[src/rtl/poe_seq_pkg.sv]
package poe_seq_pkg;

   typedef enum logic [2:0] {
      ST_IDLE, ST_DET, ST_CLS1, ST_MRK1, ST_CLS2, ST_MRK2, ST_PARK, ST_PWR
   } seq_st_e;

   localparam logic [1:0] MD_OFF  = 2'b00;
   localparam logic [1:0] MD_MAN  = 2'b01;
   localparam logic [1:0] MD_SEMI = 2'b10;
   localparam logic [1:0] MD_AUTO = 2'b11;

   localparam logic [2:0] DET_UNK  = 3'd0;
   localparam logic [2:0] DET_GOOD = 3'd4;
   localparam logic [2:0] CLS_UNK  = 3'd0;
   localparam logic [2:0] CLS_ERR  = 3'd6;
   localparam logic [2:0] CLS_FOUR = 3'd4;

   // status code for a class number: number plus one, zero kept for unknown
   function automatic logic [2:0] cls_code(input logic [2:0] num);
      return num + 3'd1;
   endfunction

endpackage

[src/rtl/poe_mode_track.sv]
module poe_mode_track
   import poe_seq_pkg::*;
(
   input  logic       clk,
   input  logic       rst_n,
   input  logic [1:0] mode_i,
   output logic       chg_o,
   output logic       to_off_o
);

   logic [1:0] mode_q;

   always_ff @(posedge clk or negedge rst_n) begin
      if (!rst_n) mode_q <= MD_OFF;
      else        mode_q <= mode_i;
   end

   assign chg_o    = (mode_i != mode_q);
   assign to_off_o = chg_o && (mode_i == MD_OFF);

endmodule

[src/rtl/poe_seq_fsm.sv]
module poe_seq_fsm
   import poe_seq_pkg::*;
(
   input  logic       clk,
   input  logic       rst_n,
   input  logic [1:0] mode_i,
   input  logic       chg_i,
   input  logic       to_off_i,
   input  logic       man_pwr_i,
   input  logic       det_done_i,
   input  logic [2:0] det_res_i,
   input  logic       cls_done_i,
   input  logic [2:0] cls_res_i,
   input  logic       mark_done_i,
   input  logic       disc_i,
   output seq_st_e    st_o,
   output logic       det_wr_o,
   output logic       cls_wr_o,
   output logic [2:0] cls_val_o,
   output logic       icut_upd_o,
   output logic [2:0] icut_cls_o,
   output logic       pwr_enter_o,
   output logic       shut_o
);

   seq_st_e st_q, st_d;

   always_ff @(posedge clk or negedge rst_n) begin
      if (!rst_n) st_q <= ST_IDLE;
      else        st_q <= st_d;
   end

   always_comb begin
      st_d        = st_q;
      det_wr_o    = 1'b0;
      cls_wr_o    = 1'b0;
      cls_val_o   = CLS_UNK;
      icut_upd_o  = 1'b0;
      icut_cls_o  = cls_res_i;
      pwr_enter_o = 1'b0;
      shut_o      = 1'b0;
      if (chg_i) begin
         st_d   = ST_IDLE;
         shut_o = to_off_i;
      end else if (mode_i == MD_OFF) begin
         st_d = ST_IDLE;
      end else begin
         unique case (st_q)
            ST_IDLE: begin
               if (mode_i == MD_AUTO || mode_i == MD_SEMI) st_d = ST_DET;
               else if (man_pwr_i)                         st_d = ST_CLS1;
            end
            ST_DET: begin
               if (det_done_i) begin
                  det_wr_o = 1'b1;
                  st_d     = (det_res_i == DET_GOOD) ? ST_CLS1 : ST_IDLE;
               end
            end
            ST_CLS1: begin
               if (cls_done_i) begin
                  cls_wr_o  = 1'b1;
                  cls_val_o = cls_code(cls_res_i);
                  if (mode_i == MD_SEMI) begin
                     st_d = ST_PARK;
                  end else if (mode_i == MD_AUTO && cls_res_i == CLS_FOUR) begin
                     st_d = ST_MRK1;
                  end else begin
                     st_d        = ST_PWR;
                     pwr_enter_o = 1'b1;
                     icut_upd_o  = (mode_i == MD_AUTO);
                  end
               end
            end
            ST_MRK1: if (mark_done_i) st_d = ST_CLS2;
            ST_CLS2: begin
               if (cls_done_i) begin
                  cls_wr_o = 1'b1;
                  if (cls_res_i == CLS_FOUR) begin
                     cls_val_o = cls_code(CLS_FOUR);
                     st_d      = ST_MRK2;
                  end else begin
                     cls_val_o = CLS_ERR;
                     st_d      = ST_IDLE;
                  end
               end
            end
            ST_MRK2: begin
               icut_cls_o = CLS_FOUR;
               if (mark_done_i) begin
                  st_d        = ST_PWR;
                  pwr_enter_o = 1'b1;
                  icut_upd_o  = 1'b1;
               end
            end
            ST_PARK: st_d = ST_PARK;
            ST_PWR: begin
               if (disc_i) begin
                  st_d   = ST_IDLE;
                  shut_o = 1'b1;
               end
            end
            default: st_d = ST_IDLE;
         endcase
      end
   end

   assign st_o = st_q;

endmodule

[src/rtl/poe_status_regs.sv]
module poe_status_regs
   import poe_seq_pkg::*;
(
   input  logic       clk,
   input  logic       rst_n,
   input  logic       shut_i,
   input  logic       det_wr_i,
   input  logic [2:0] det_val_i,
   input  logic       cls_wr_i,
   input  logic [2:0] cls_val_i,
   input  logic       pwr_enter_i,
   input  logic       hp_i,
   output logic [2:0] det_stat_o,
   output logic [2:0] cls_stat_o,
   output logic       ilim_hi_o
);

   always_ff @(posedge clk or negedge rst_n) begin
      if (!rst_n) begin
         det_stat_o <= DET_UNK;
         cls_stat_o <= CLS_UNK;
         ilim_hi_o  <= 1'b0;
      end else begin
         if (shut_i) begin
            det_stat_o <= DET_UNK;
            cls_stat_o <= CLS_UNK;
         end else begin
            if (det_wr_i) det_stat_o <= det_val_i;
            if (cls_wr_i) cls_stat_o <= cls_val_i;
         end
         if (pwr_enter_i) ilim_hi_o <= hp_i;
      end
   end

endmodule

[src/rtl/poe_icut_sel.sv]
module poe_icut_sel #(
   parameter int ICUT_W    = 8,
   parameter int LSB_UA    = 3200,
   parameter bit POLICE_EN = 1'b1
) (
   input  logic              clk,
   input  logic              rst_n,
   input  logic              upd_i,
   input  logic [2:0]        cls_i,
   input  logic              hp_i,
   output logic [ICUT_W-1:0] icut_o
);

   // nominal cut currents in mA (supported current plus margin)
   localparam int MA_STD  = 366;
   localparam int MA_C1   = 95;
   localparam int MA_C2   = 166;
   localparam int MA_HP4  = 629;
   localparam logic [ICUT_W-1:0] CODE_STD = ICUT_W'((MA_STD * 1000) / LSB_UA);
   localparam logic [ICUT_W-1:0] CODE_C1  = ICUT_W'((MA_C1  * 1000) / LSB_UA);
   localparam logic [ICUT_W-1:0] CODE_C2  = ICUT_W'((MA_C2  * 1000) / LSB_UA);
   localparam logic [ICUT_W-1:0] CODE_HP4 = ICUT_W'((MA_HP4 * 1000) / LSB_UA);

   initial begin
      assert (LSB_UA > 0);
      assert (((MA_HP4 * 1000) / LSB_UA) < (1 << ICUT_W));
   end

   logic [ICUT_W-1:0] icut_q;

   generate
      if (POLICE_EN) begin : g_police
         logic [ICUT_W-1:0] code;
         always_comb begin
            unique case (cls_i)
               3'd1:    code = CODE_C1;
               3'd2:    code = CODE_C2;
               3'd4:    code = hp_i ? CODE_HP4 : CODE_STD;
               default: code = CODE_STD;
            endcase
         end
         always_ff @(posedge clk or negedge rst_n) begin
            if (!rst_n)     icut_q <= CODE_STD;
            else if (upd_i) icut_q <= code;
         end
      end else begin : g_fixed
         logic unused_in;
         assign unused_in = upd_i ^ hp_i ^ (^cls_i) ^ clk ^ rst_n;
         assign icut_q    = CODE_STD;
      end
   endgenerate

   assign icut_o = icut_q;

endmodule

[src/rtl/poe_port_seq.sv]
module poe_port_seq
   import poe_seq_pkg::*;
#(
   parameter int ICUT_W    = 8,
   parameter int LSB_UA    = 3200,
   parameter bit POLICE_EN = 1'b1
) (
   input  logic              clk,
   input  logic              rst_n,
   input  logic [1:0]        mode_i,
   input  logic              hp_i,
   input  logic              man_pwr_i,
   input  logic              det_done_i,
   input  logic [2:0]        det_res_i,
   input  logic              cls_done_i,
   input  logic [2:0]        cls_res_i,
   input  logic              mark_done_i,
   input  logic              disc_i,
   output logic              det_req_o,
   output logic              cls_req_o,
   output logic              mark_req_o,
   output logic              pwr_en_o,
   output logic [2:0]        det_stat_o,
   output logic [2:0]        cls_stat_o,
   output logic              cls_err_o,
   output logic [ICUT_W-1:0] icut_o,
   output logic              ilim_hi_o
);

   initial assert (ICUT_W >= 8);

   logic       chg, to_off;
   seq_st_e    st;
   logic       det_wr, cls_wr, icut_upd, pwr_enter, shut;
   logic [2:0] cls_val, icut_cls;

   poe_mode_track u_mode (
      .clk(clk), .rst_n(rst_n), .mode_i(mode_i), .chg_o(chg), .to_off_o(to_off)
   );

   poe_seq_fsm u_fsm (
      .clk(clk), .rst_n(rst_n), .mode_i(mode_i), .chg_i(chg), .to_off_i(to_off),
      .man_pwr_i(man_pwr_i), .det_done_i(det_done_i), .det_res_i(det_res_i),
      .cls_done_i(cls_done_i), .cls_res_i(cls_res_i), .mark_done_i(mark_done_i),
      .disc_i(disc_i), .st_o(st), .det_wr_o(det_wr), .cls_wr_o(cls_wr),
      .cls_val_o(cls_val), .icut_upd_o(icut_upd), .icut_cls_o(icut_cls),
      .pwr_enter_o(pwr_enter), .shut_o(shut)
   );

   poe_status_regs u_stat (
      .clk(clk), .rst_n(rst_n), .shut_i(shut), .det_wr_i(det_wr), .det_val_i(det_res_i),
      .cls_wr_i(cls_wr), .cls_val_i(cls_val), .pwr_enter_i(pwr_enter), .hp_i(hp_i),
      .det_stat_o(det_stat_o), .cls_stat_o(cls_stat_o), .ilim_hi_o(ilim_hi_o)
   );

   poe_icut_sel #(.ICUT_W(ICUT_W), .LSB_UA(LSB_UA), .POLICE_EN(POLICE_EN)) u_icut (
      .clk(clk), .rst_n(rst_n), .upd_i(icut_upd), .cls_i(icut_cls), .hp_i(hp_i),
      .icut_o(icut_o)
   );

   assign det_req_o  = (st == ST_DET);
   assign cls_req_o  = (st == ST_CLS1) || (st == ST_CLS2);
   assign mark_req_o = (st == ST_MRK1) || (st == ST_MRK2);
   assign pwr_en_o   = (st == ST_PWR);
   assign cls_err_o  = (cls_stat_o == CLS_ERR);

endmodule

[config.mk]
export PLATFORM = sky130hd
export DESIGN_NAME = poe_port_seq
export DESIGN_NICKNAME = d
export VERILOG_FILES = /design/src/rtl/poe_seq_pkg.sv /design/src/rtl/poe_mode_track.sv /design/src/rtl/poe_seq_fsm.sv /design/src/rtl/poe_status_regs.sv /design/src/rtl/poe_icut_sel.sv /design/src/rtl/poe_port_seq.sv
export SDC_FILE = /design/constraint.sdc
export NUM_CORES = 1
export LEC_CHECK = 0
export ABC_AREA = 1
export BUFFER_PORTS_ARGS = -buffer_cell sky130_fd_sc_hd__buf_4
export CAP_MARGIN = 25
export CORE_MARGIN = 1
export CORE_UTILIZATION = 45
export DETAILED_ROUTE_END_ITERATION = 6
export HOLD_SLACK_MARGIN = 0.15
export PLACE_DENSITY = 0.73
export SLEW_MARGIN = 15
export SYNTH_ARGS = -nofsm -noshare
export SYNTH_HDL_FRONTEND = slang
export SYNTH_SLANG_ARGS = --single-unit
[constraint.sdc]
create_clock -name clk -period 1.15 [get_ports clk]
set_input_delay 0.345 -clock clk [delete_from_list [all_inputs] [get_ports clk]]
set_output_delay 0.345 -clock clk [all_outputs]
set_load 0.01 [all_outputs]
==> results.md, run 1 <==
Status:
- The run stopped with a tool error.
- The step where the flow halted is global routing.
- The first error in the log reads "[ERROR GRT-0232] Routing congestion too high. Check the congestion heatmap in the GUI".

Floorplanning:
- The die width is 54.8 um.
- Measured along the y axis, the die boundary spans 54.8 um.
- The number of I/O pins is 36.
- The number of cell rows is 18.
- The starting density of the core is 49.3%.

Synth:
- The mean post-synth cell area is 7.05 sq um.
- Of the total synthesized cell area, the portion taken by AND, OR, NAND and NOR gates is 44.3%.
- Ranked by total cell area, the synthesized netlist is headed by sky130_fd_sc_hd__dfrtp_1 (32%), sky130_fd_sc_hd__nand2_1 (19%), sky130_fd_sc_hd__nand3_1 (7.6%), sky130_fd_sc_hd__dfstp_2 (6.3%), sky130_fd_sc_hd__inv_1 (4.5%).
- Sequential elements use 38.2% of the synthesized area.
- Summing the areas of all xor and xnor instances in the mapped netlist gives 0.698% of the synthesized area.
- Summing the areas of all compound-gate instances in the mapped netlist gives 5.88% of the synthesized area.
- The number of unique standard cell types used by synthesis is 25.
- The dominant combinational cell family by area after synthesis is simple AND/OR/NAND/NOR gates.
- For this run, the number of Yosys warnings is 0.
- The number of storage elements in the synthesis netlist is 19.
- Of the post-synthesis cell area, the dominant cell type holds 31.9%.
- Multiplexer cells account for 0% of the synthesized area.
- The net count after synthesis is 196.
- The adder-cell share of the synthesized area is 1.99%.
- The library cell occupying the most area in the post-synthesis netlist is sky130_fd_sc_hd__dfrtp_1.
- After technology mapping, the gate count stands at 178.
- The summed instance area of the synthesized netlist is 1250 sq um.

CTS:
- The buffer depth of the longest clock path is 2.
- The number of levels the H-tree was split into is 1.
- The tree is rooted in a sky130_fd_sc_hd__clkbuf_4.
- The number of buffers created by CTS is 3.
- The number of sinks driven by the clock tree is 19.

Global routing:
- The overall fraction of global-route tracks in use is 63.1%.
- The residual overflow from global routing is 16.
- Entering global routing, the biggest net connects 20 pins.

Placement:
- The routability congestion estimate from global placement is 0.882.
- The number of instances in the placed design is 263.
- The number of buffers inserted by port buffering is 35.
- Once detailed placement completed, the half-perimeter wirelength came to 2500 um.

STA:
- Once global-route timing repair stopped, the endpoint with the least setup slack was cls_req_o.
- After the last repair the worst path ends at a primary output.
[routing by layer]
layer	GRT usage (%)	overflow
met5	0	0
met4	65.4	9
met3	34.7	0
met2	85.3	7
met1	65.9	0
[synthesized netlist by cell type]
master,count
sky130_fd_sc_hd__nand2_1,64
sky130_fd_sc_hd__nand3_1,19
sky130_fd_sc_hd__dfrtp_1,16
sky130_fd_sc_hd__inv_1,15
sky130_fd_sc_hd__nor2_1,15
sky130_fd_sc_hd__nand2_2,9
sky130_fd_sc_hd__a21oi_1,5
sky130_fd_sc_hd__inv_2,4
sky130_fd_sc_hd__nand3_2,4
sky130_fd_sc_hd__dfstp_2,3
sky130_fd_sc_hd__o21ai_0,3
sky130_fd_sc_hd__o21ai_2,3
sky130_fd_sc_hd__buf_6,2
sky130_fd_sc_hd__ha_1,2
sky130_fd_sc_hd__nand4_1,2
sky130_fd_sc_hd__nor2_2,2
sky130_fd_sc_hd__nor3_1,2
sky130_fd_sc_hd__buf_4,1
sky130_fd_sc_hd__clkinv_2,1
sky130_fd_sc_hd__inv_4,1
sky130_fd_sc_hd__nand2_4,1
sky130_fd_sc_hd__nor2_4,1
sky130_fd_sc_hd__nor3_2,1
sky130_fd_sc_hd__o31ai_1,1
sky130_fd_sc_hd__xor2_1,1
[cell families after synthesis]
logic type	Yosys count
fa+ha+maj	2
flops	19
xor+xnor	1
simple gates	120
compound gates	12
buf+inv	24
[metrics by stage]
| stage | setup slack (ns) | cell area (sq um) | setup TNS, ns | hold WS [ns] |
|---|---|---|---|---|
| 2_1_floorplan | -0.111 | 1300 | -1.23 | 0.0494 |
| 3_3_place_gp | -0.259 | 1750 | -4.23 | 0.228 |
| 3_5_place_dp | -0.298 | 1750 | -4.78 | 0.241 |
| 4_1_cts | -0.448 | 2180 | -7.14 | 0.240 |
[what timing repair did]
item	4_1_cts
endpoints found under the hold margin	16
resized for setup	50
buffers inserted	25
setup endpoints to repair	37
hold buffers	1
pin swaps	23
gates cloned	1
==> inputs of run 2 (changes only) <==
--- a/config.mk
+++ b/config.mk
@@ -9,10 +9,9 @@
 export BUFFER_PORTS_ARGS = -buffer_cell sky130_fd_sc_hd__buf_4
 export CAP_MARGIN = 25
 export CORE_MARGIN = 1
-export CORE_UTILIZATION = 45
+export CORE_UTILIZATION = 30
 export DETAILED_ROUTE_END_ITERATION = 6
-export HOLD_SLACK_MARGIN = 0.15
-export PLACE_DENSITY = 0.73
+export PLACE_DENSITY_LB_ADDON = 0.15
 export SLEW_MARGIN = 15
 export SYNTH_ARGS = -nofsm -noshare
 export SYNTH_HDL_FRONTEND = slang
==> constraint.sdc (replaced) <==
create_clock -name clk -period 1.5 [get_ports clk]
set_input_delay 0.45 -clock clk [delete_from_list [all_inputs] [get_ports clk]]
set_output_delay 0.45 -clock clk [all_outputs]
set_load 0.01 [all_outputs]
==> results.md, run 2 <==
Status:
- The run finished, with violations left.
- The checks that failed: setup timing.

Synth:
- The share of synthesized registers carrying an async set or reset is 100%.
- The number of nets in the synthesized netlist is 196.
- The biggest area contributor in the post-synthesis netlist is sky130_fd_sc_hd__dfrtp_1.
- The most common cell in the synthesized netlist is sky130_fd_sc_hd__nand2_1.
- The number of storage elements in the synthesis netlist is 19.
- The mean post-synth cell area is 7.05 sq um.
- Sequential elements use 38.2% of the synthesized area.
- The synthesized design contains 0 enable-type register cells.
- The netlist uses 25 different library cells.
- Sorting the synthesized cells by area gives the leading types as sky130_fd_sc_hd__dfrtp_1 (32%), sky130_fd_sc_hd__nand2_1 (19%), sky130_fd_sc_hd__nand3_1 (7.6%), sky130_fd_sc_hd__dfstp_2 (6.3%), sky130_fd_sc_hd__inv_1 (4.5%).
- For this run, the number of Yosys warnings is 0.
- In this run the biggest area consumer among cell types represents 31.9% of the synthesized area.
- The most used flip-flop cell after synthesis is sky130_fd_sc_hd__dfrtp_1.
- The summed instance area of the synthesized netlist is 1250 sq um.
- The commonest cells after synthesis are sky130_fd_sc_hd__nand2_1 (64), sky130_fd_sc_hd__nand3_1 (19), sky130_fd_sc_hd__dfrtp_1 (16), sky130_fd_sc_hd__inv_1 (15), sky130_fd_sc_hd__nor2_1 (15).
- The number of standard cells after synthesis is 178.

Cells and area:
- The number of diodes added for antenna fixing is 0.
- The library cell used most frequently in the layout, excluding fill and tap cells, is sky130_fd_sc_hd__buf_4.
- The area occupied by multi-input gates is 736 sq um.
- Fill cells in the final layout number 382.
- The count of nets after finishing is 270.
- The storage element area is 483 sq um.
- Compared with the post-synthesis result, the final layout area differs by 57.2%.
- Of the cells placed in the final design, the portion with a size suffix greater than 1 is 48.2%.
- The register with the most flip-flops in the layout has 7 of them.
- The count of non-filler cells in the finished layout is 301.
- In the layout the commonest cells are sky130_fd_sc_hd__buf_4 (66), sky130_fd_sc_hd__nand2_1 (60), sky130_fd_sc_hd__nor2_1 (15).

Power and ir drop:
- The overall power after layout is 0.00123 W.
- The power per cell area is 622 nW/um^2.
- The fraction of power spent switching nets is 29.3%.
- For this design the total switching power over the nets is 0.000359 W.
- The clock network burns 30.6% of the power.
- VDD sags by at most 0.289 mV.
- Internal power comes to 0.000868 W.
- The fraction of power consumed by combinational cells is 24.3%.
- The register share of total power is 45.1%.
- The standby leakage power is 1.11 nW.

STA:
- The worst-case headroom to the max-slew limit is 74.7%.
- The setup skew after layout is 0.00227 ns.
- The transition at the pin with the smallest max-transition slack is 0.376 ns.
- Setup repair after global routing could not meet its margin everywhere.
- The final critical path takes up 108% of the cycle.
- The maximum operating frequency is 619 MHz.
- The final-report hold violation count came to 0.
- The count of final max-slew check failures came to 0.
- Setup violations remaining at the end of the flow were counted as 7.
- Setup slack on the critical path of the routed design comes to -0.115 ns.
- For the final routed database, the setup TNS stands at -0.622 ns.
- The worst path in the final design needs a cycle of 1.62 ns, including I/O delays and setup.

Drt:
- The number of routed nets with antenna violations is 0.
- The overall routed net length is 3540 um.
- The total via count in the routed design is 1374.
- The average wire per cell in the routed design is 11.8 um.
- The number of search-and-repair iterations in the first detailed-routing pass is 4.
- The vias per cell is 4.56.
- After detailed routing, the number of remaining DRC violations is 0.
- After the first detailed-routing iteration, the DRC count stood at 91.

Global routing:
- The maximum number of pins on one net before global-route repair is 20.
- The number of antenna violations at the first check in global routing is 0.
- Global routing consumed, over all layers together, 17.0% of the routing resources.
- The first global-routing pass estimated 5710 um of wire.
- The number of global-route vias before repair is 1282.
- The residual overflow from global routing is 0.

Floorplanning:
- From left edge to right edge, the die measures 66.7 um.
- The floorplan step defined a die boundary enclosing 4450 sq um.
- The core region is 4000 sq um.
- The starting density of the core is 31.4%.
- The number of cell rows is 23.
- The y dimension of the die is 66.7 um.
- During I/O placement, the number of pins put on the boundary was 36.

Worst setup path:
- The element type at the critical path end is a primary output.
- The largest single stage delay on the critical path is 0.50 ns.
- The signal on the critical path passes through nor2_4 > nand2_4 > nand2_2 > buf_6.
- The cell with the largest stage delay on the worst path is sky130_fd_sc_hd__dfrtp_2.
- The critical path data arrival time is 1.17 ns.
- The data required time of the worst path is 1.05 ns.
- The cell family contributing the most delay on the critical path is flip-flops.
- Tracing the worst setup path back leads to its startpoint at u_fsm.st_o[0].
- The critical register-to-register path startpoint is u_fsm.st_o[0].
- The critical path buffer and inverter count is 1.
- Along the worst path, the maximum fanout reaches 7.
- STA classifies the critical path startpoint as a register.
- The classification of the worst setup path is register to primary output.

Min path:
- The type of the most critical hold path is input port to async pin.

CTS:
- The buffer depth of the longest clock path is 2.
- The clock tree from TritonCTS is yes.
- In this run, post-CTS hold repair placed 0 buffers.
- The CTS root buffer is sky130_fd_sc_hd__clkbuf_8.
- The clock reaches the later pin of the worst-skew pair after 0.26 ns.
- The number of sinks driven by the clock tree is 19.
- Buffers inserted during clock tree synthesis total 3.
- Clock-pin slew was measured on the worst setup and hold paths at 0.08 ns.
- The number of levels the H-tree was split into is 1.

Placement:
- The number of instances in the placed design is 281.
- The routability congestion estimate from global placement is 0.791.
- Summed over all nets, the half-perimeter wirelength after detailed placement is 2510 um.
- The number of buffers inserted by port buffering is 35.

Flow run:
- The tool flagged a number of max-cap violations equal to 0.
## run 2: cell counts after synthesis
No cell type changed its count.
## run 2: power by group through the flow
stage          Sequential (W)  Combinational, W  Clock (W)
3_5_place_dp         0.000561          0.000254          0
4_1_cts              0.000554          0.000285   0.000387
3_3_place_gp         0.000562          0.000254          0
6_report             0.000554          0.000299   0.000375
2_1_floorplan        0.000562          0.000113          0
5_1_grt              0.000557          0.000329   0.000404
## run 2: worst reg2reg max path, delay by kind of cell (launching register included)
family,cells,cell delay (ns)
simple gates,8,0.57
buf+inv,3,0.41
flops,1,0.50
## run 2: area by class of cell
| type | count | area share (%) |
|---|---|---|
| Clock buffer | 3 | 2.09 |
| Clock inverter | 1 | 0.254 |
| Inverter | 21 | 4.76 |
| Multi-Input combinational cell | 136 | 37.3 |
| Sequential cell | 19 | 24.5 |
| Tap cell | 50 | 3.17 |
| Timing Repair Buffer | 71 | 28.0 |
## run 2: repair_timing
item,in CTS,in global routing
pin swaps,6,10
setup endpoints to repair,4,17
buffers inserted,13,3
resized for setup,18,12
gates cloned,0,1
## run 2: cell families (layout without fill, tap and decap cells)
family / after synthesis / count (layout) / synth area share, %
AOI/OAI and AO/OA: 12 / 12 / 5.88
and+or+nand+nor: 120 / 121 / 44.3
buffers and inverters: 24 / 96 / 8.97
adders and majority gates: 2 / 2 / 1.99
DFF: 19 / 19 / 38.2
xor gates and xnor gates: 1 / 1 / 0.698
## run 2: path summary, 6_finish.rpt
check                                   end  slack [ns]  cells past startpoint
setup / recovery                  cls_req_o       -0.12                      4
min in group clk           u_mode.mode_q[0]        0.33                      1
hold reg to reg            u_icut.icut_o[6]        0.47                      2
max in group asynchronous  u_icut.icut_o[4]        1.17                      1
hold / removal             u_icut.icut_o[2]        0.06                      1
setup reg to reg              u_fsm.st_o[2]       -0.07                     11
## run 2: per-stage QoR
step	cell area, sq um	utilization (%)	setup WS (ns)	hold slack (ns)
detailed placement	1710	42.7	-0.169	0.349
CTS	1910	47.6	-0.110	0.0625
floorplan	1250	-	0.0306	0.154
global placement	1710	42.7	-0.132	0.345
global route	1970	49.3	-0.163	0.0705
finish	1970	49.3	-0.115	0.0607
## run 2: routing by layer
metal  routed length [um]  track usage, %  vias to the layer above  part of all wire [%]
met5                    0               0                        -                     0
met4                   27            4.79                        0                  0.76
met3                  154            2.74                        4                   4.3
met2                 1740            29.4                       27                    49
met1                 1610            21.6                      637                    46
li1                     -               -                      706                     -
Note: power is estimated with default switching activity, not from simulation.
==> inputs of run 3 (changes only) <==
--- a/config.mk
+++ b/config.mk
@@ -11,7 +11,7 @@
 export CORE_MARGIN = 1
 export CORE_UTILIZATION = 30
 export DETAILED_ROUTE_END_ITERATION = 6
-export PLACE_DENSITY_LB_ADDON = 0.15
+export REMOVE_ABC_BUFFERS = 1
 export SLEW_MARGIN = 15
 export SYNTH_ARGS = -nofsm -noshare
 export SYNTH_HDL_FRONTEND = slang
==> results.md, run 3 (synthesized netlist as in run 2, its figures left out) <==
Worst setup path:
- The critical path buffer and inverter count is 1.
- For the worst setup path, the data arrival time is 1.19 ns.
- The cell with the largest stage delay on the worst path is sky130_fd_sc_hd__dfrtp_2.
- The largest single stage delay on the critical path is 0.50 ns.
- The cell family contributing the most delay on the critical path is flip-flops.
- The critical path starts at u_fsm.st_o[0].
- The critical path is of the register to primary output type.
- The critical path startpoint category is a register.
- Walking the worst path, the cells encountered are nor2_4 > nand2_4 > nand2_4 > buf_6.
- The cell that appears most often on the critical path is sky130_fd_sc_hd__nand2_4.
- The data required time of the worst path is 1.05 ns.
- STA classifies the critical path endpoint as a primary output.
- The critical register-to-register path startpoint is u_fsm.st_o[0].
- The maximum fanout along the worst path is 6.

CTS:
- In this run the number of H-tree levels came out at 1.
- The number of sinks driven by the clock tree is 19.
- Counting along the longest clock path gives a buffer depth of 2.
- Clock-pin slew was measured on the worst setup and hold paths at 0.08 ns.
- The clock tree from TritonCTS is yes.
- The number of hold buffers added after cts is 0.
- The number of buffers created by CTS is 3.
- The later pin in the worst-skew pair is clocked with a latency of 0.26 ns.
- The CTS root buffer is sky130_fd_sc_hd__clkbuf_8.

STA:
- Setup repair after global routing could not meet its margin everywhere.
- For the finished layout, the period the worst path requires is 1.64 ns.
- The count of endpoints failing setup in the final report is 7.
- The count of final max-slew check failures is 0.
- The final-report hold violation count is 0.
- The period utilization is 109%.
- The setup skew after layout is 0.00645 ns.
- The worst setup slack after layout is -0.138 ns.
- The transition at the pin with the smallest max-transition slack is 0.288 ns.
- The maximum operating frequency is 611 MHz.
- In this run the tightest slew margin relative to its limit is 80.6%.

Global routing:
- The number of global-route vias before repair is 1217.
- In the global route stage, overall resource usage came out at 15.8%.
- The maximum number of pins on one net before global-route repair is 20.
- The residual overflow from global routing is 0.
- The first global-routing pass estimated 5310 um of wire.
- The number of antenna violations at the first check in global routing came to 0.

Floorplanning:
- The initial utilization of the core area, before any placement, comes to 31.4%.
- The die is 66.7 um wide.
- The die covers 4450 sq um.
- Pin placement for this block handled 36 I/O pins.
- The die is 66.7 um tall.
- The standard cell core area is 4000 sq um.
- The floorplan has 23 rows.

Cells and area:
- The library cells used most frequently in the layout, excluding fill and tap cells, are sky130_fd_sc_hd__nand2_1 (63), sky130_fd_sc_hd__buf_4 (59), sky130_fd_sc_hd__nor2_1 (15).
- The post-route netlist has 46.1% of its cells at a drive strength greater than 1.
- Relative to the synthesized area, the layout overhead comes to 54.4%.
- The count of non-filler cells in the finished layout is 295.
- The number of diodes added for antenna fixing is 0.
- The count of nets after finishing is 264.
- The register with the most flip-flops in the layout has 7 of them.
- Leaving out fill and tap cells, the most frequent cell in the layout is sky130_fd_sc_hd__nand2_1.
- Once layout is done, the placed cells without fillers occupy 1940 sq um.

Placement:
- Once placement completed, the tool counted placed cells totaling 279.
- The routability congestion estimate from global placement is 0.809.
- The count of buffers added on input and output ports is 35.
- The placement-stage worst setup slack is -0.168 ns.
- The HPWL after detailed placement is 2500 um.
- Once placement finished, the instance area stood at 1690 sq um.

Drt:
- The overall routed net length is 3560 um.
- In the routed design, unresolved DRC markers number 0.
- The number of search-and-repair iterations in the first detailed-routing pass is 4.
- The starting DRC count in detailed routing is 60.
- The routed design uses 124 um of met3 wire.
- The total via count in the routed design is 1392.
- The wire length the detailed router placed on met1 is 1520 um.
- Routed signal wires occupy layers up through met4.
- After detailed routing, the number of vias per cell comes to 4.72.
- Once detail routing completed, the nets flagged for antenna violations numbered 0.
- The average wire per cell in the routed design is 12.1 um.
- The met2 wire length is 1880 um.

Power and ir drop:
- The total internal power is 0.000862 W.
- The switching power is 0.000356 W.
- The overall power after layout is 0.00122 W.
- Across the VDD grid, the largest voltage drop is 0.611 mV.
- The fraction of power consumed by combinational cells is 24.1%.
- The power per cell area is 628 nW/um^2.
- The analysis attributes to cell leakage a power of 1.06 nW.
- The register share of total power is 45.5%.
- The clock network is responsible for 30.3% of the overall power.
- The fraction of power spent switching nets is 29.2%.

Status:
- The flow ran to the end, but the final reports show violations.
- The checks that failed: setup timing.

Flow run:
- The number of max-cap violations is 0.

Min path:
- The path class of the tightest hold or removal check is input port to async pin.
-- run 3: changes by cell type in the layout (fill, tap and decap cells not counted) --
cell and change:
sky130_fd_sc_hd__a21oi_2 +1, sky130_fd_sc_hd__nand2_8 +1, sky130_fd_sc_hd__o21ai_0 -1, sky130_fd_sc_hd__nand2_1 +3, sky130_fd_sc_hd__clkinv_4 -1, sky130_fd_sc_hd__clkinv_2 +1, sky130_fd_sc_hd__nand2_2 -4, sky130_fd_sc_hd__buf_6 +1
sky130_fd_sc_hd__a21oi_1 -1, sky130_fd_sc_hd__buf_4 -7, sky130_fd_sc_hd__o21ai_1 +1
-- run 3: final cells by class --
class	instances	area (sq um)
Fill cell	411	2060
Multi-Input combinational cell	136	746
Timing Repair Buffer	65	510
Sequential cell	19	483
Inverter	21	90.1
Tap cell	50	62.6
Clock buffer	3	41.3
Clock inverter	1	5.00
-- run 3: worst register-to-register path, cell delays in order, from the launching register on --
cell and delay (ns):
sky130_fd_sc_hd__dfrtp_2 0.50, sky130_fd_sc_hd__nor2_4 0.16, sky130_fd_sc_hd__buf_4 0.13, sky130_fd_sc_hd__buf_4 0.12
sky130_fd_sc_hd__nand3_4 0.08, sky130_fd_sc_hd__nor3_2 0.14, sky130_fd_sc_hd__nand3_2 0.14, sky130_fd_sc_hd__nand2_2 0.11
sky130_fd_sc_hd__nand2_1 0.05, sky130_fd_sc_hd__nand2_1 0.05
-- run 3: power groups by stage --
stage               registers (W)  logic (W)  clock network (W)
floorplan                0.000566   0.000103                  0
global placement         0.000560   0.000246                  0
detailed placement       0.000560   0.000248                  0
CTS                      0.000553   0.000272           0.000377
global route             0.000557   0.000323           0.000404
finish                   0.000554   0.000294           0.000369
-- run 3: worst paths after layout --
| path | endpoint | slack, ns | cells past startpoint |
|---|---|---|---|
| setup / recovery | cls_req_o | -0.14 | 4 |
| hold / removal | u_mode.mode_q[0] | 0.05 | 1 |
| setup reg to reg | u_fsm.st_o[2] | -0.04 | 9 |
| hold reg to reg | u_stat.ilim_hi_o | 0.47 | 2 |
| max in group asynchronous | u_icut.icut_o[5] | 1.19 | 1 |
| min in group clk | u_mode.mode_q[0] | 0.33 | 1 |
-- run 3: per-stage QoR --
| stage | hold slack (ns) | util, % | TNS (ns) |
|---|---|---|---|
| after floorplan | 0.154 | - | 0 |
| after global placement | 0.343 | 42.3 | -0.745 |
| after detailed placement | 0.343 | 42.3 | -0.990 |
| after CTS | 0.0571 | 46.4 | -0.323 |
| after global routing | 0.0605 | 48.5 | -0.948 |
| final | 0.0485 | 48.5 | -0.509 |
-- run 3: layer usage --
layer,GRT usage (%),vias to the layer above
li1,-,700
met3,3.60,2
met2,27.8,27
met1,19.7,663
met5,0,-
met4,2.39,0
-- run 3: what timing repair did --
action	CTS	global route
setup endpoints to repair	4	17
gates cloned	0	1
pin swaps	6	7
setup buffers	9	2
resized for setup	15	15
==> inputs of run 4 (changes only) <==
--- a/config.mk
+++ b/config.mk
@@ -15,4 +15,5 @@
 export SLEW_MARGIN = 15
 export SYNTH_ARGS = -nofsm -noshare
 export SYNTH_HDL_FRONTEND = slang
+export SYNTH_HIERARCHICAL = 1
 export SYNTH_SLANG_ARGS = --single-unit
==> results.md, run 4 <==
Power and ir drop:
- The power per cell area is 666 nW/um^2.
- Total power for the finished layout comes to 0.00149 W.
- Summed over all cells, the static leakage comes to 1.16 nW.
- The worst IR drop on VDD is 0.438 mV.

Cells and area:
- The library cell used most frequently in the layout, excluding fill and tap cells, is sky130_fd_sc_hd__buf_4.
- The filler cells instantiated in the layout total 407.
- The storage element area is 480 sq um.
- The number of flip-flops in the largest register is 7.
- The top cell types in the final layout, fill and taps aside, are sky130_fd_sc_hd__buf_4 (64), sky130_fd_sc_hd__nand2_1 (46), sky130_fd_sc_hd__inv_1 (17).
- The number of diodes added for antenna fixing is 0.
- The area growth from synthesis to layout is 69.7%.
- The share of layout cells above drive strength 1 is 53.5%.
- The net count of the finished layout is 290.
- The multi-input combinational cells in the finished layout cover a total of 892 sq um.

CTS:
- TritonCTS built the clock tree.
- The buffer depth of the longest clock path is 2.
- In this run the clock root is driven by a sky130_fd_sc_hd__clkbuf_8.
- The number of buffers created by CTS is 3.
- The later pin in the worst-skew pair is clocked with a latency of 0.26 ns.
- After clock tree synthesis, the clock-pin slew on the worst setup and hold paths is 0.07 ns.
- The number of levels the H-tree was split into is 1.
- The number of sinks driven by the clock tree is 19.

STA:
- The worst-case headroom to the max-slew limit is 82.5%.
- The setup skew after layout is 0.00265 ns.
- The final critical path takes up 106% of the cycle.
- Setup violations remaining at the end of the flow were counted as 20.
- The count of final max-slew check failures is 0.
- For the final routed database, the setup TNS stands at -0.802 ns.
- The worst path in the final design needs a cycle of 1.59 ns, including I/O delays and setup.
- The transition at the pin with the smallest max-transition slack is 0.262 ns.
- The maximum operating frequency is 629 MHz.
- The final-report hold violation count is 0.
- Setup repair after global routing could not meet its margin everywhere.
- Setup slack on the critical path of the routed design comes to -0.0905 ns.

Worst setup path:
- Along the worst path, the maximum fanout reaches 5.
- The critical path buffer and inverter count is 4.
- The element type at the critical path end is a register.
- The worst setup path startpoint is u_fsm/st_o[0].
- The signal on the critical path passes through buf_6 > buf_4 > buf_4 > nand3_2 > nand2_2 > nand2_2 > nand2_4 > nor2_4 > inv_1 > nor2_1 > nor2_1.
- The critical register-to-register path startpoint is u_fsm/st_o[0].
- The critical path data arrival time is 1.74 ns.
- The count of cell instances traversed by the critical path is 11.
- The data required time of the worst path is 1.65 ns.
- The critical path startpoint category is a register.
- The cell family contributing the most delay on the critical path is simple AND/OR/NAND/NOR gates.
- In this design, the stage delay of the slowest critical-path cell is 0.42 ns.
- The worst register-to-register path has a depth of 11.
- The largest individual stage delay along the critical path comes from the cell sky130_fd_sc_hd__dfrtp_1.
- The critical path is of the register to register type.

Drt:
- The residual DRC count is 0.
- In this run the remaining antenna-violating nets after routing total 0.
- In the final routed layout, each cell accounts on average for 11.6 um.
- The total via count in the routed design is 1478.
- The detailed router finished its first iteration with 59 violations.
- The overall routed net length is 3740 um.
- In the routed layout, each cell is associated on average with a via count of 4.60.
- The number of search-and-repair iterations in the first detailed-routing pass is 4.

Status:
- The final reports fail on setup timing.
- The run finished, with violations left.

Placement:
- In this run the tool buffered the top-level ports with 35 buffer cells.
- The routability congestion estimate from global placement is 0.836.
- The wire-length estimate of the detail-placed layout is 2620 um.

Global routing:
- The maximum number of pins on one net before global-route repair is 20.
- The number of antenna violations at the first check in global routing is 0.
- The residual overflow from global routing is 0.
- The overall fraction of global-route tracks in use is 15.7%.
- The first global-routing pass estimated 5560 um of wire.
- The number of global-route vias before repair is 1315.

Floorplanning:
- The standard cell core area is 4120 sq um.
- The number of I/O pins is 36.
- The starting density of the core is 32.0%.
- The die outline area is 4660 sq um.
- The die is 68.2 um tall.
- The number of cell rows is 23.
- The die width is 68.2 um.

Min path:
- The type of the most critical hold path is input port to async pin.

Synth:
- Counting distinct cell types in the post-synthesis netlist gives 26.
- Yosys printed 6 warnings.
- In this run the mean area of a mapped cell was 6.78 sq um.
- After technology mapping, the gate count stands at 194.
- The proportion of netlist area held by the largest area contributor is 30.4%.
- The post-synthesis sequential area ratio is 36.4%.
- Sorting the synthesized cells by area gives the leading types as sky130_fd_sc_hd__dfrtp_1 (30%), sky130_fd_sc_hd__nand2_1 (16%), sky130_fd_sc_hd__nand3_1 (8.4%), sky130_fd_sc_hd__inv_1 (6.8%), sky130_fd_sc_hd__dfstp_2 (6.0%).
- The summed instance area of the synthesized netlist is 1320 sq um.
- Yosys instantiated no cell more often than sky130_fd_sc_hd__nand2_1.
- The library cell occupying the most area in the post-synthesis netlist is sky130_fd_sc_hd__dfrtp_1.
- Among all flip-flop cells after synthesis, the most frequent one is sky130_fd_sc_hd__dfrtp_1.
- Counting flops and latches in the post-synthesis netlist gives 19.
- The commonest cells after synthesis are sky130_fd_sc_hd__nand2_1 (56), sky130_fd_sc_hd__inv_1 (24), sky130_fd_sc_hd__nand3_1 (22), sky130_fd_sc_hd__nor2_1 (20), sky130_fd_sc_hd__dfrtp_1 (16).
- In the synthesized netlist the async set-or-reset flop fraction comes to 100%.
- The synthesized design contains 0 enable-type register cells.

Flow run:
- The number of max-cap violations is 0.
run 4: cell types whose count changed in the layout (fill, tap and decap cells not counted), moves of 3 or more:
cell,previous run,this run
sky130_fd_sc_hd__inv_1,13,17
sky130_fd_sc_hd__nand3_1,14,10
sky130_fd_sc_hd__nor2_4,2,10
sky130_fd_sc_hd__nand2_1,63,46
sky130_fd_sc_hd__o21ai_0,2,5
sky130_fd_sc_hd__nand2_2,7,10
sky130_fd_sc_hd__buf_6,6,11
sky130_fd_sc_hd__xnor2_1,0,3
sky130_fd_sc_hd__inv_2,3,8
sky130_fd_sc_hd__nand3_2,8,13
sky130_fd_sc_hd__buf_4,59,64
run 4: area by class of cell:
class | instances | share of cell area [%]
clock buffers | 4 | 2.02
inverters | 31 | 5.99
multi-input cells | 141 | 39.9
flip-flops and latches | 19 | 21.5
well taps | 50 | 2.80
repair buffers | 76 | 27.7
run 4: worst register-to-register path: stages (launching register included):
cell,delay [ns]
sky130_fd_sc_hd__dfrtp_1,0.42
sky130_fd_sc_hd__buf_6,0.14
sky130_fd_sc_hd__buf_4,0.14
sky130_fd_sc_hd__buf_4,0.14
sky130_fd_sc_hd__nand3_2,0.08
sky130_fd_sc_hd__nand2_2,0.07
sky130_fd_sc_hd__nand2_2,0.07
sky130_fd_sc_hd__nand2_4,0.06
sky130_fd_sc_hd__nor2_4,0.16
sky130_fd_sc_hd__inv_1,0.06
sky130_fd_sc_hd__nor2_1,0.11
sky130_fd_sc_hd__nor2_1,0.05
run 4: through the flow:
stage          utilization, %  cells  cell area [sq um]  hold WS, ns  worst slack (ns)
2_1_floorplan               -    191               1290        0.154           -0.0896
3_3_place_gp             45.2    309               1860        0.347            -0.246
3_5_place_dp             45.2    309               1860        0.345            -0.333
4_1_cts                  49.4    319               2030       0.0578           -0.0667
5_1_grt                  54.3    321               2230       0.0692            -0.194
6_report                 54.3    321               2230       0.0560           -0.0905
run 4: cell families (layout without fill, tap and decap cells):
logic type,after synthesis,in the layout,synth area share (%)
flops,19,19,36.4
simple gates,117,117,40.2
buf+inv,34,111,11.1
fa+ha+maj,2,2,1.90
xor+xnor,3,3,2.00
compound gates,19,19,8.37
run 4: repair_timing:
| item | 4_1_cts | 5_1_grt |
|---|---|---|
| setup endpoints to repair | 16 | 21 |
| setup buffers | 7 | 2 |
| gates resized for setup | 30 | 52 |
| cloned | 0 | 0 |
| pin swaps | 11 | 31 |
| hold buffers | 0 | 0 |
run 4: metal layers:
metal  vias to the layer above  share of wire (%)  GRT usage, %
li1                        766                  -             -
met1                       677                 44          20.0
met2                        33                 51          28.1
met3                         2                4.1          3.50
met4                         0               0.54         0.781
met5                         -                  0             0
run 4: report_power, final:
| part | internal, W | switching (W) |
|---|---|---|
| Combinational | 0.000259 | 0.000274 |
| Clock | 0.000189 | 0.000179 |
| Sequential | 0.000563 | 0.0000238 |
| Total | 0.00101 | 0.000476 |
run 4: final timing paths:
kind,endpoint,slack (ns)
min in group clk,u_mode/mode_q[0],0.32
setup / recovery,u_fsm/st_o[2],-0.09
max in group asynchronous,u_icut/icut_o[4],1.17
hold reg to reg,u_icut/icut_o[4],0.47
hold / removal,u_mode/mode_q[0],0.06
setup reg to reg,u_fsm/st_o[2],-0.09
